==> config.mk <==
export PLATFORM = sky130hd
export DESIGN_NAME = shmem_arbiter
export DESIGN_NICKNAME = d
export VERILOG_FILES = /design/src/rtl/shmem_arb_pkg.sv /design/src/rtl/shmem_arb_prio.sv /design/src/rtl/shmem_arb_ctrl.sv /design/src/rtl/shmem_arb_dp.sv /design/src/rtl/shmem_arbiter.sv
export SDC_FILE = /design/constraint.sdc
export NUM_CORES = 1
export LEC_CHECK = 0
export BUFFER_PORTS_ARGS = -buffer_cell sky130_fd_sc_hd__buf_4
export CAP_MARGIN = 20
export CORE_ASPECT_RATIO = 1.2
export CORE_MARGIN = 8
export CORE_UTILIZATION = 41
export CTS_BUF_LIST = sky130_fd_sc_hd__clkbuf_8 sky130_fd_sc_hd__clkbuf_16
export DETAILED_ROUTE_END_ITERATION = 8
export HOLD_SLACK_MARGIN = 0.05
export PLACE_DENSITY = 0.84
export SLEW_MARGIN = 25
export SYNTH_ARGS = -nofsm -noshare
export SYNTH_HDL_FRONTEND = slang
export SYNTH_SLANG_ARGS = --single-unit
export TNS_END_PERCENT = 5
==> constraint.sdc <==
create_clock -name clk -period 2.8 [get_ports clk]
set_input_delay 0.42 -clock clk [delete_from_list [all_inputs] [get_ports clk]]
set_output_delay 0.42 -clock clk [all_outputs]
set_load 0.005 [all_outputs]
==> src/rtl/shmem_arb_pkg.sv <==
package shmem_arb_pkg;

  // Strobes from the arbitration control to the datapath, one cycle wide.
  typedef struct packed {
    logic selRx;     // receive DMA owns the memory slot
    logic selTx;     // transmit DMA owns the memory slot
    logic selCpuRd;  // processor read owns the memory slot
    logic selCpuWr;  // held processor write drains into memory
    logic loadWb;    // capture a new processor write in the holding register
  } arb_strobe_t;

  typedef enum logic [2:0] {
    PICK_NONE,
    PICK_RX,
    PICK_TX,
    PICK_CPU
  } pick_e;

endpackage

==> src/rtl/shmem_arb_prio.sv <==
module shmem_arb_prio #(
  parameter int FIFO_DEPTH = 16,
  parameter int LVL_W      = $clog2(FIFO_DEPTH + 1),
  parameter bit HIGH_ABOVE = 1'b1
) (
  input  logic [LVL_W-1:0] level,
  output logic             isHigh
);

  localparam logic [LVL_W-1:0] HALF_LVL = LVL_W'(FIFO_DEPTH / 2);

  generate
    if (HIGH_ABOVE) begin : g_fill_urgent
      // receive side: urgent when nearly full
      assign isHigh = level > HALF_LVL;
    end else begin : g_drain_urgent
      // transmit side: urgent when nearly empty
      assign isHigh = level < HALF_LVL;
    end
  endgenerate

endmodule

==> src/rtl/shmem_arb_ctrl.sv <==
module shmem_arb_ctrl
  import shmem_arb_pkg::*;
(
  input  logic        clk,
  input  logic        rstN,
  input  logic        cpuReq,
  input  logic        cpuWe,
  input  logic        rxReq,
  input  logic        rxHi,
  input  logic        txReq,
  input  logic        txHi,
  output arb_strobe_t strb,
  output logic        cpuWait,
  output logic        cpuGnt,
  output logic        rxGnt,
  output logic        txGnt
);

  logic  wbValid;    // holding register has an unwritten byte
  logic  rdPending;  // processor read was granted last cycle
  logic  lastDma;    // a DMA grant was issued last cycle
  logic  rrRxNext;   // receive wins the next equal-urgency tie
  logic  rxElig, txElig, cpuArb;
  pick_e pick;

  assign rxElig = rxReq && !lastDma;
  assign txElig = txReq && !lastDma;
  assign cpuArb = wbValid || (cpuReq && !cpuWe && !rdPending);

  always_comb begin
    pick = PICK_NONE;
    if (rxElig && rxHi && txElig && txHi)
      pick = rrRxNext ? PICK_RX : PICK_TX;
    else if (rxElig && rxHi)
      pick = PICK_RX;
    else if (txElig && txHi)
      pick = PICK_TX;
    else if (cpuArb)
      pick = PICK_CPU;
    else if (rxElig && txElig)
      pick = rrRxNext ? PICK_RX : PICK_TX;
    else if (rxElig)
      pick = PICK_RX;
    else if (txElig)
      pick = PICK_TX;
  end

  always_comb begin
    strb.selRx    = (pick == PICK_RX);
    strb.selTx    = (pick == PICK_TX);
    strb.selCpuWr = (pick == PICK_CPU) && wbValid;
    strb.selCpuRd = (pick == PICK_CPU) && !wbValid;
    strb.loadWb   = cpuReq && cpuWe && !wbValid;
  end

  assign rxGnt   = strb.selRx;
  assign txGnt   = strb.selTx;
  assign cpuGnt  = strb.selCpuWr || strb.selCpuRd;
  assign cpuWait = cpuReq && (cpuWe ? wbValid : !rdPending);

  always_ff @(posedge clk) begin
    if (!rstN) begin
      wbValid   <= 1'b0;
      rdPending <= 1'b0;
      lastDma   <= 1'b0;
      rrRxNext  <= 1'b1;
    end else begin
      if (strb.loadWb)
        wbValid <= 1'b1;
      else if (strb.selCpuWr)
        wbValid <= 1'b0;
      rdPending <= strb.selCpuRd;
      lastDma   <= strb.selRx || strb.selTx;
      if (strb.selRx || strb.selTx)
        rrRxNext <= strb.selTx;
    end
  end


  grant_onehot_chk: assert property (@(posedge clk) disable iff (!rstN)
    $onehot0({rxGnt, txGnt, cpuGnt}));


  dma_spacing_chk: assert property (@(posedge clk) disable iff (!rstN)
    (rxGnt || txGnt) |=> !(rxGnt || txGnt));


  rx_hi_first_chk: assert property (@(posedge clk) disable iff (!rstN)
    (rxReq && rxHi && !(txReq && txHi) && !lastDma) |-> rxGnt);


  wb_hold_chk: assert property (@(posedge clk) disable iff (!rstN)
    (cpuReq && wbValid) |-> cpuWait);


  read_wait_chk: assert property (@(posedge clk) disable iff (!rstN)
    (cpuReq && !cpuWe && !cpuWait) |-> $past(cpuGnt));

endmodule

==> src/rtl/shmem_arb_dp.sv <==
module shmem_arb_dp
  import shmem_arb_pkg::*;
#(
  parameter int ADDR_W = 12
) (
  input  logic              clk,
  input  logic              rstN,
  input  arb_strobe_t       strb,
  input  logic [ADDR_W-1:0] cpuAddr,
  input  logic [7:0]        cpuWdata,
  input  logic [ADDR_W-1:0] rxAddr,
  input  logic [7:0]        rxWdata,
  input  logic [ADDR_W-1:0] txAddr,
  output logic              memEn,
  output logic              memWe,
  output logic [ADDR_W-1:0] memAddr,
  output logic [7:0]        memWdata,
  input  logic [7:0]        memRdata,
  output logic [7:0]        rdData
);

  logic [ADDR_W-1:0] wbAddr;
  logic [7:0]        wbData;

  always_ff @(posedge clk) begin
    if (!rstN) begin
      wbAddr <= '0;
      wbData <= '0;
    end else if (strb.loadWb) begin
      wbAddr <= cpuAddr;
      wbData <= cpuWdata;
    end
  end

  always_comb begin
    memAddr  = '0;
    memWdata = wbData;
    if (strb.selRx) begin
      memAddr  = rxAddr;
      memWdata = rxWdata;
    end else if (strb.selTx) begin
      memAddr = txAddr;
    end else if (strb.selCpuWr) begin
      memAddr = wbAddr;
    end else if (strb.selCpuRd) begin
      memAddr = cpuAddr;
    end
  end

  assign memEn  = strb.selRx || strb.selTx || strb.selCpuWr || strb.selCpuRd;
  assign memWe  = strb.selRx || strb.selCpuWr;
  assign rdData = memRdata;


  drain_data_chk: assert property (@(posedge clk) disable iff (!rstN)
    (strb.selCpuWr && !$past(strb.loadWb)) |-> $stable(wbData));


  we_needs_en_chk: assert property (@(posedge clk) disable iff (!rstN)
    memWe |-> memEn);

endmodule

==> src/rtl/shmem_arbiter.sv <==
module shmem_arbiter
  import shmem_arb_pkg::*;
#(
  parameter int ADDR_W     = 12,
  parameter int FIFO_DEPTH = 16,
  parameter int LVL_W      = $clog2(FIFO_DEPTH + 1)
) (
  input  logic              clk,
  input  logic              rstN,
  input  logic              cpuReq,
  input  logic              cpuWe,
  input  logic [ADDR_W-1:0] cpuAddr,
  input  logic [7:0]        cpuWdata,
  output logic              cpuWait,
  output logic              cpuGnt,
  input  logic              rxReq,
  input  logic [LVL_W-1:0]  rxLevel,
  input  logic [ADDR_W-1:0] rxAddr,
  input  logic [7:0]        rxWdata,
  output logic              rxGnt,
  input  logic              txReq,
  input  logic [LVL_W-1:0]  txLevel,
  input  logic [ADDR_W-1:0] txAddr,
  output logic              txGnt,
  output logic              memEn,
  output logic              memWe,
  output logic [ADDR_W-1:0] memAddr,
  output logic [7:0]        memWdata,
  input  logic [7:0]        memRdata,
  output logic [7:0]        rdData
);

  arb_strobe_t strb;
  logic        rxHi, txHi;

  shmem_arb_prio #(.FIFO_DEPTH(FIFO_DEPTH), .LVL_W(LVL_W), .HIGH_ABOVE(1'b1))
    u_rxPrio (.level(rxLevel), .isHigh(rxHi));

  shmem_arb_prio #(.FIFO_DEPTH(FIFO_DEPTH), .LVL_W(LVL_W), .HIGH_ABOVE(1'b0))
    u_txPrio (.level(txLevel), .isHigh(txHi));

  shmem_arb_ctrl u_ctrl (
    .clk(clk), .rstN(rstN),
    .cpuReq(cpuReq), .cpuWe(cpuWe),
    .rxReq(rxReq), .rxHi(rxHi),
    .txReq(txReq), .txHi(txHi),
    .strb(strb), .cpuWait(cpuWait), .cpuGnt(cpuGnt),
    .rxGnt(rxGnt), .txGnt(txGnt)
  );

  shmem_arb_dp #(.ADDR_W(ADDR_W)) u_dp (
    .clk(clk), .rstN(rstN), .strb(strb),
    .cpuAddr(cpuAddr), .cpuWdata(cpuWdata),
    .rxAddr(rxAddr), .rxWdata(rxWdata), .txAddr(txAddr),
    .memEn(memEn), .memWe(memWe), .memAddr(memAddr),
    .memWdata(memWdata), .memRdata(memRdata), .rdData(rdData)
  );

endmodule

==> flow_summary.toml, run 1 <==
[cells_and_area]
seq_area_um2 = 480
final_cell_mix = "96 x buf_4, 54 x nand2_1, 24 x dfxtp_1, 20 x mux2_2, 15 x a21boi_1"
fin_util_pct = 63.5
instances_no_fill = 326
final_common_cell = "buf_4"
nets = 354
multi_input_area_um2 = 980
area_growth_pct = 46.5
n_antenna_cell = 0
drive_above_1_share_pct = 47.1
fill_cells = 340

[logic_synthesis]
syn_avg_cell_area_um2 = 8.09
synth_area_um2 = 1590
ys_types = 32
synth-seq-area-share_pct = 30.3
postSynthCellCount = 196
synth_fp_nets = 275
ys_ff_latch = 24
yosys_warnings = 0

[global_route]
grt_max_degree = 25
grt_overflow = 0
grt_pass1_wl_mm = 7.29
grt_pass1_vias = 1632
grt_usage_pct = 14.3
antenna_found_initial = 0

[worst_setup_path]
required_ns = 2.38
crit_arrival_ns = 2.24
crit_fanout = 4
end_kind = "output port"
worstSetupPathType = "in -> out"
timing.rr.start = "u_ctrl.wbValid"
startpoint_type = "primary input"
startpoint = "txLevel[4]"

[timing]
fin_worst_skew_ns = 0.00470
finalSetupViolations = 0
timing.final.hold_violations = 0
finalCriticalPeriod_ns = 2.66
layout_setup_ws_ns = 0.143
relSlewSlack_pct = 43.5
finalCritPeriodShare_pct = 94.9
hold_ws_ns = 0.401
final_max_slew_viol_count = 0
tightestPinTransition_ns = 0.845
finalSetupTns_ns = 0
max_freq_mhz = 376

[clock_network]
cts.clk_slew.worst_paths_ns = 0.08
cts_buffers = 3
clock_latency_ns = 0.26
cts-root-buf = "clkbuf_8"
cts_hold_buf = 0
post-cts-setup-buffer-count = 0
cts_max_path_buffers = 2
cts_tree = "built"
cts_resized = 0
cts_max_level = 1
cts_num_sinks = 24

[pwr]
power_density_nw_per_um2 = 526
irDropWorstVdd_mv = 0.236
p_comb_share_pct = 50.5
p_leak_nw = 1.05
clock_power_share_pct = 18.2
switching_share_pct = 30.5
p_sw_w = 0.000373
seq_power_share_pct = 31.3
intPower_w = 0.000849

[routing]
vias_per_cell = 4.98
drt_iter0_markers = 60
drtAntennaViolNets = 0
drtPass1Iterations = 4
drt_wl_total_mm = 4.53
wl_per_cell_um = 13.9
dr_total_vias = 1623
drc = 0

[floorplanning]
rows = 24
core_um2 = 3660
die_h_um = 84.1
die_w_um = 72.8
pin_count = 110
die_area_um2 = 6120
start_util_pct = 43.3

[worst_hold_path]
min_from = "cpuWdata[6]"
hp-class = "in -> reg"

[run]
max_cap_viol_count = 0

[status]
outcome = "complete, no violations"

[place]
port_buffers = 90
place_inst = 322
hpwl_mm = 3.57
pre_cts_ws_ns = 0.0794
gp_congestion = 0.834
-- through the flow --
step / cell area, um^2 / total power (W)
after floorplan: 1590 / 0.000704
after global placement: 2250 / 0.000988
after CTS: 2300 / 0.00123
after detailed placement: 2250 / 0.00100
final: 2320 / 0.00122
after global routing: 2320 / 0.00132
-- flip-flops by register name, indices dropped and copies added, names as in the netlist --
register / flops
u_dp.wbAddr: 12
u_dp.wbData: 8
u_ctrl.lastDma: 1
u_ctrl.rdPending: 1
u_ctrl.rrRxNext: 1
u_ctrl.wbValid: 1
-- logic make-up (layout without fill, tap and decap cells) --
group	after synthesis	after routing	share of synthesized area [%]
mux	21	21	14.8
flops	24	24	30.3
fa+ha+maj	3	3	2.37
simple gates	67	67	18.0
compound gates	57	57	25.1
buf+inv	24	102	9.46
-- layer usage --
metal  vias to the layer above  track usage, %  share of wire, %
met1                       729            13.7                38
met4                         0            3.47              0.75
met3                         4            6.54                11
met5                         -               0                 0
met2                        65            26.4                50
li1                        825               -                 -
-- power by group through the flow --
stage | Sequential (W) | Clock [W] | Combinational [W]
floorplan | 0.000386 | 0 | 0.000318
global placement | 0.000388 | 0 | 0.000600
detailed placement | 0.000389 | 0 | 0.000612
CTS | 0.000381 | 0.000232 | 0.000614
global route | 0.000385 | 0.000249 | 0.000681
finish | 0.000382 | 0.000222 | 0.000618
-- Yosys cell counts --
library cell  instances  area share (%)
ha_1                  3             2.4
o221a_2               1            0.71
a21oi_1               3            0.95
nand2_1              54              13
or2_4                 1            0.55
nand3b_1              1            0.47
a21boi_0              6             2.8
dfxtp_1              24              30
clkbuf_1              7             1.7
buf_4                11             5.2
a221oi_1              1            0.55
o21ai_0              13             4.1
and2_1                1            0.39
and3b_1               1            0.55
a21boi_1             15             7.1
o31a_1                1            0.55
o21a_1                1            0.47
nor2b_1               2            0.79
a311o_1               1            0.63
and2b_1               1            0.47
inv_1                 1            0.24
a21o_1                2            0.95
o221ai_1              1            0.55
a22oi_1              12             5.7
nor3_1                1            0.32
buf_2                 3            0.95
nand2b_1              2            0.79
nor2_1                2            0.47
or2_2                 1            0.39
buf_6                 2             1.4
mux2i_1               1            0.63
mux2_2               20              14
-- layout make-up --
| cell class | instances | share of cell area [%] |
|---|---|---|
| repair buffers | 97 | 31.9 |
| clock buffers | 4 | 2.37 |
| flip-flops and latches | 24 | 20.7 |
| well taps | 52 | 2.80 |
| inverters | 1 | 0.161 |
| multi-input cells | 148 | 42.1 |
-- final timing paths --
kind / cells past startpoint / slack, ns / endpoint
setup / recovery: 10 / 0.14 / memAddr[10]
hold / removal: 3 / 0.40 / u_dp.wbData[6]
setup reg to reg: 4 / 1.12 / u_dp.wbAddr[7]
hold reg to reg: 2 / 0.45 / u_dp.wbAddr[11]
-- critical path: stages --
cell,delay (ns)
buf_4,0.11
or2_4,0.26
a311o_1,0.36
a21oi_2,0.16
ha_2,0.19
and2b_1,0.21
buf_4,0.15
a22oi_1,0.15
o21ai_0,0.09
buf_4,0.14
Note: power is estimated with default switching activity, not from simulation.
==> run 2, diff against run 1 <==
Settings changed: SYNTH_HIERARCHICAL set to 1.
==> run 2 against run 1 <==
Worst hold slack gained 0.0041 ns. Core utilization grew 3.9 points. Critical endpoint unchanged. Largest cell class unchanged. Via count shrank 1.2%. Largest power group unchanged. Global-route usage grew 1.7 points.
==> flow_summary.toml, run 2 <==
[status]
outcome = "complete, no violations"

[routing]
vias_per_cell = 5.42
drtAntennaViolNets = 0
drtPass1Iterations = 4
drc = 0
drt_wl_total_mm = 5.16
drt_iter0_markers = 47
wl_per_cell_um = 17.4
dr_total_vias = 1603

[pwr]
irDropWorstVdd_mv = 0.369
p_leak_nw = 1.06
power_density_nw_per_um2 = 595

[run]
max_cap_viol_count = 0

[logic_synthesis]
synth_top_area_share_pct = 31.2
ys_ff_latch = 24
ys_types = 29
synth_fp_nets = 248
yosys-top-cells-count = "24 x dfxtp_1, 23 x nor2b_1, 21 x mux2i_1, 16 x a21oi_1, 15 x buf_4"
ys.flop_type = "dfxtp_1"
synth_area_um2 = 1540
syn_avg_cell_area_um2 = 9.10
postSynthCellCount = 169
yosys_warnings = 6
synth_edf_count = 0
synth_area_leaders = "dfxtp_1 31%, mux2i_1 14%, nor2b_1 9.4%, buf_4 7.3%, a22oi_1 5.9%"
synth-seq-area-share_pct = 31.2
synth.most_common_cell = "dfxtp_1"
synth_top_cell_by_area = "dfxtp_1"
synthArstFlopShare_pct = 0

[clock_network]
cts_max_level = 1
cts_num_sinks = 24
cts_buffers = 3
cts_max_path_buffers = 2
cts.clk_slew.worst_paths_ns = 0.09
cts_tree = "built"
clock_latency_ns = 0.27
cts-root-buf = "clkbuf_8"

[timing]
timing.final.hold_violations = 0
finalCriticalPeriod_ns = 2.77
fin_worst_skew_ns = 0.00135
finalSetupViolations = 0
layout_setup_ws_ns = 0.0251
relSlewSlack_pct = 76.0
finalCritPeriodShare_pct = 99.1
tightestPinTransition_ns = 0.360
final_max_slew_viol_count = 0
rsz0062_at_grt = "true"
max_freq_mhz = 360

[cells_and_area]
reg_top3 = "u_dp/wbAddr: 12 flops, u_dp/wbData: 8 flops"
n_antenna_cell = 0
area_growth_pct = 57.9
instances_no_fill = 296
largest_reg_flops = 12
final_cell_mix = "99 x buf_4, 23 x dfxtp_1, 22 x nor2b_1, 21 x mux2i_1, 11 x o22ai_1"
nets = 337
final_common_cell = "buf_4"
drive_above_1_share_pct = 52.5
top_register = "u_dp/wbAddr"

[global_route]
grt_usage_pct = 16.0
grt_util_met3_pct = 6.13
grt_busiest_layer = "met2"
grt_max_degree = 25
grt_use_met2_pct = 28.7
grt_overflow = 0
grt_pass1_wl_mm = 7.87
antenna_found_initial = 0
grt_pass1_vias = 1701
grt_use_met1_pct = 15.4

[floorplanning]
die_w_um = 71.9
die_area_um2 = 5970
die_h_um = 83.1
start_util_pct = 42.7
pin_count = 110
rows = 24
core_um2 = 3600

[worst_hold_path]
min_from = "cpuWdata[6]"
hold_depth = 3
hp-class = "in -> reg"
min_to = "u_dp/wbData[6]"

[worst_setup_path]
required_ns = 2.38
worstSetupPathType = "in -> out"
timing.rr.start = "u_ctrl/lastDma"
startpoint_type = "primary input"
crit_arrival_ns = 2.35
startpoint = "rxLevel[1]"
r2r_setup_slack_ns = 1.07
ff2ff_path_depth = 7
r2r-end = "u_ctrl/rdPending"
crit_fanout = 6
end_kind = "output port"

[place]
gp_congestion = 0.767
place_inst = 291
hpwl_mm = 3.79
port_buffers = 90
pre_cts_ws_ns = -0.0807
run 2: cell types whose count changed in the layout (fill, tap and decap cells not counted), sizes merged, moves of 5 or more:
cell and delta:
a21boi -21, a21oi +13, buf +7, mux2 -12, mux2i +20, nand2 -52
nor2 +5, nor2b +23, o21ai -13, o22ai +11
run 2: cells by family after synthesis:
group                      Yosys count  share of synthesized area, %
and+or+nand+nor                     46                          18.5
AOI/OAI and AO/OA                   45                          18.6
muxes                               29                          19.5
DFF                                 24                          31.2
buffers and inverters               22                          9.68
adders and majority gates            3                          2.44
run 2: repair_timing:
| action | CTS | global route |
|---|---|---|
| gates resized for setup | 5 | 27 |
| setup buffers | 0 | 0 |
| cloned | 0 | 1 |
| pin swaps | 1 | 12 |
| hold buffers | 0 | 0 |
| setup endpoints to repair | 13 | 13 |
run 2: layout make-up:
class                   instances  area (um^2)
well taps                      39         48.8
flip-flops and latches         24          482
repair buffers                104          808
repair inverters                1         7.51
clock buffers                   4         55.1
inverters                       1         7.51
multi-input cells             123         1020
fillers                       290         1180
run 2: report_power, final:
group	switching [W]	internal, W	total (W)	leakage (nW)
clock	0.000117	0.000126	0.000243	0.0288
sequential	0.0000207	0.000370	0.000390	0.196
combinational	0.000352	0.000458	0.000810	0.834
total	0.000490	0.000953	0.00144	1.06
run 2: worst max-delay path by stage:
stage | endpoint | depth (start not counted) | slack (ns)
after floorplan | memEn | 8 | 0.25
after global placement | memAddr[11] | 12 | -0.005
after detailed placement | memEn | 10 | -0.08
after CTS | memAddr[11] | 13 | -0.01
after global routing | memEn | 11 | -0.04
final | memAddr[10] | 13 | 0.03
run 2: routing by layer:
layer,up-vias,wire length [um]
met4,0,123
met3,14,478
met5,-,0
met2,66,2670
met1,745,1890
li1,778,-
run 2: per-stage QoR:
step	cell area, um^2	setup TNS [ns]	total power, W	utilization, %	hold slack (ns)
2_1_floorplan	1540	0	0.000757	-	0.475
3_3_place_gp	2240	-0.00909	0.00111	62.1	0.493
3_5_place_dp	2240	-0.682	0.00112	62.1	0.500
4_1_cts	2310	-0.0239	0.00138	64.1	0.402
5_1_grt	2430	-0.186	0.00153	67.4	0.406
6_report	2430	0	0.00144	67.4	0.405
run 2: critical path, stage by stage:
cell      delay (ns)
buf_6           0.10
nor4_4          0.25
nor2_1          0.06
nand3b_1        0.09
a21oi_2         0.05
a211o_1         0.31
ha_2            0.22
nor2b_2         0.17
nor2b_4         0.15
buf_6           0.13
a22oi_1         0.17
a21oi_1         0.09
buf_4           0.15
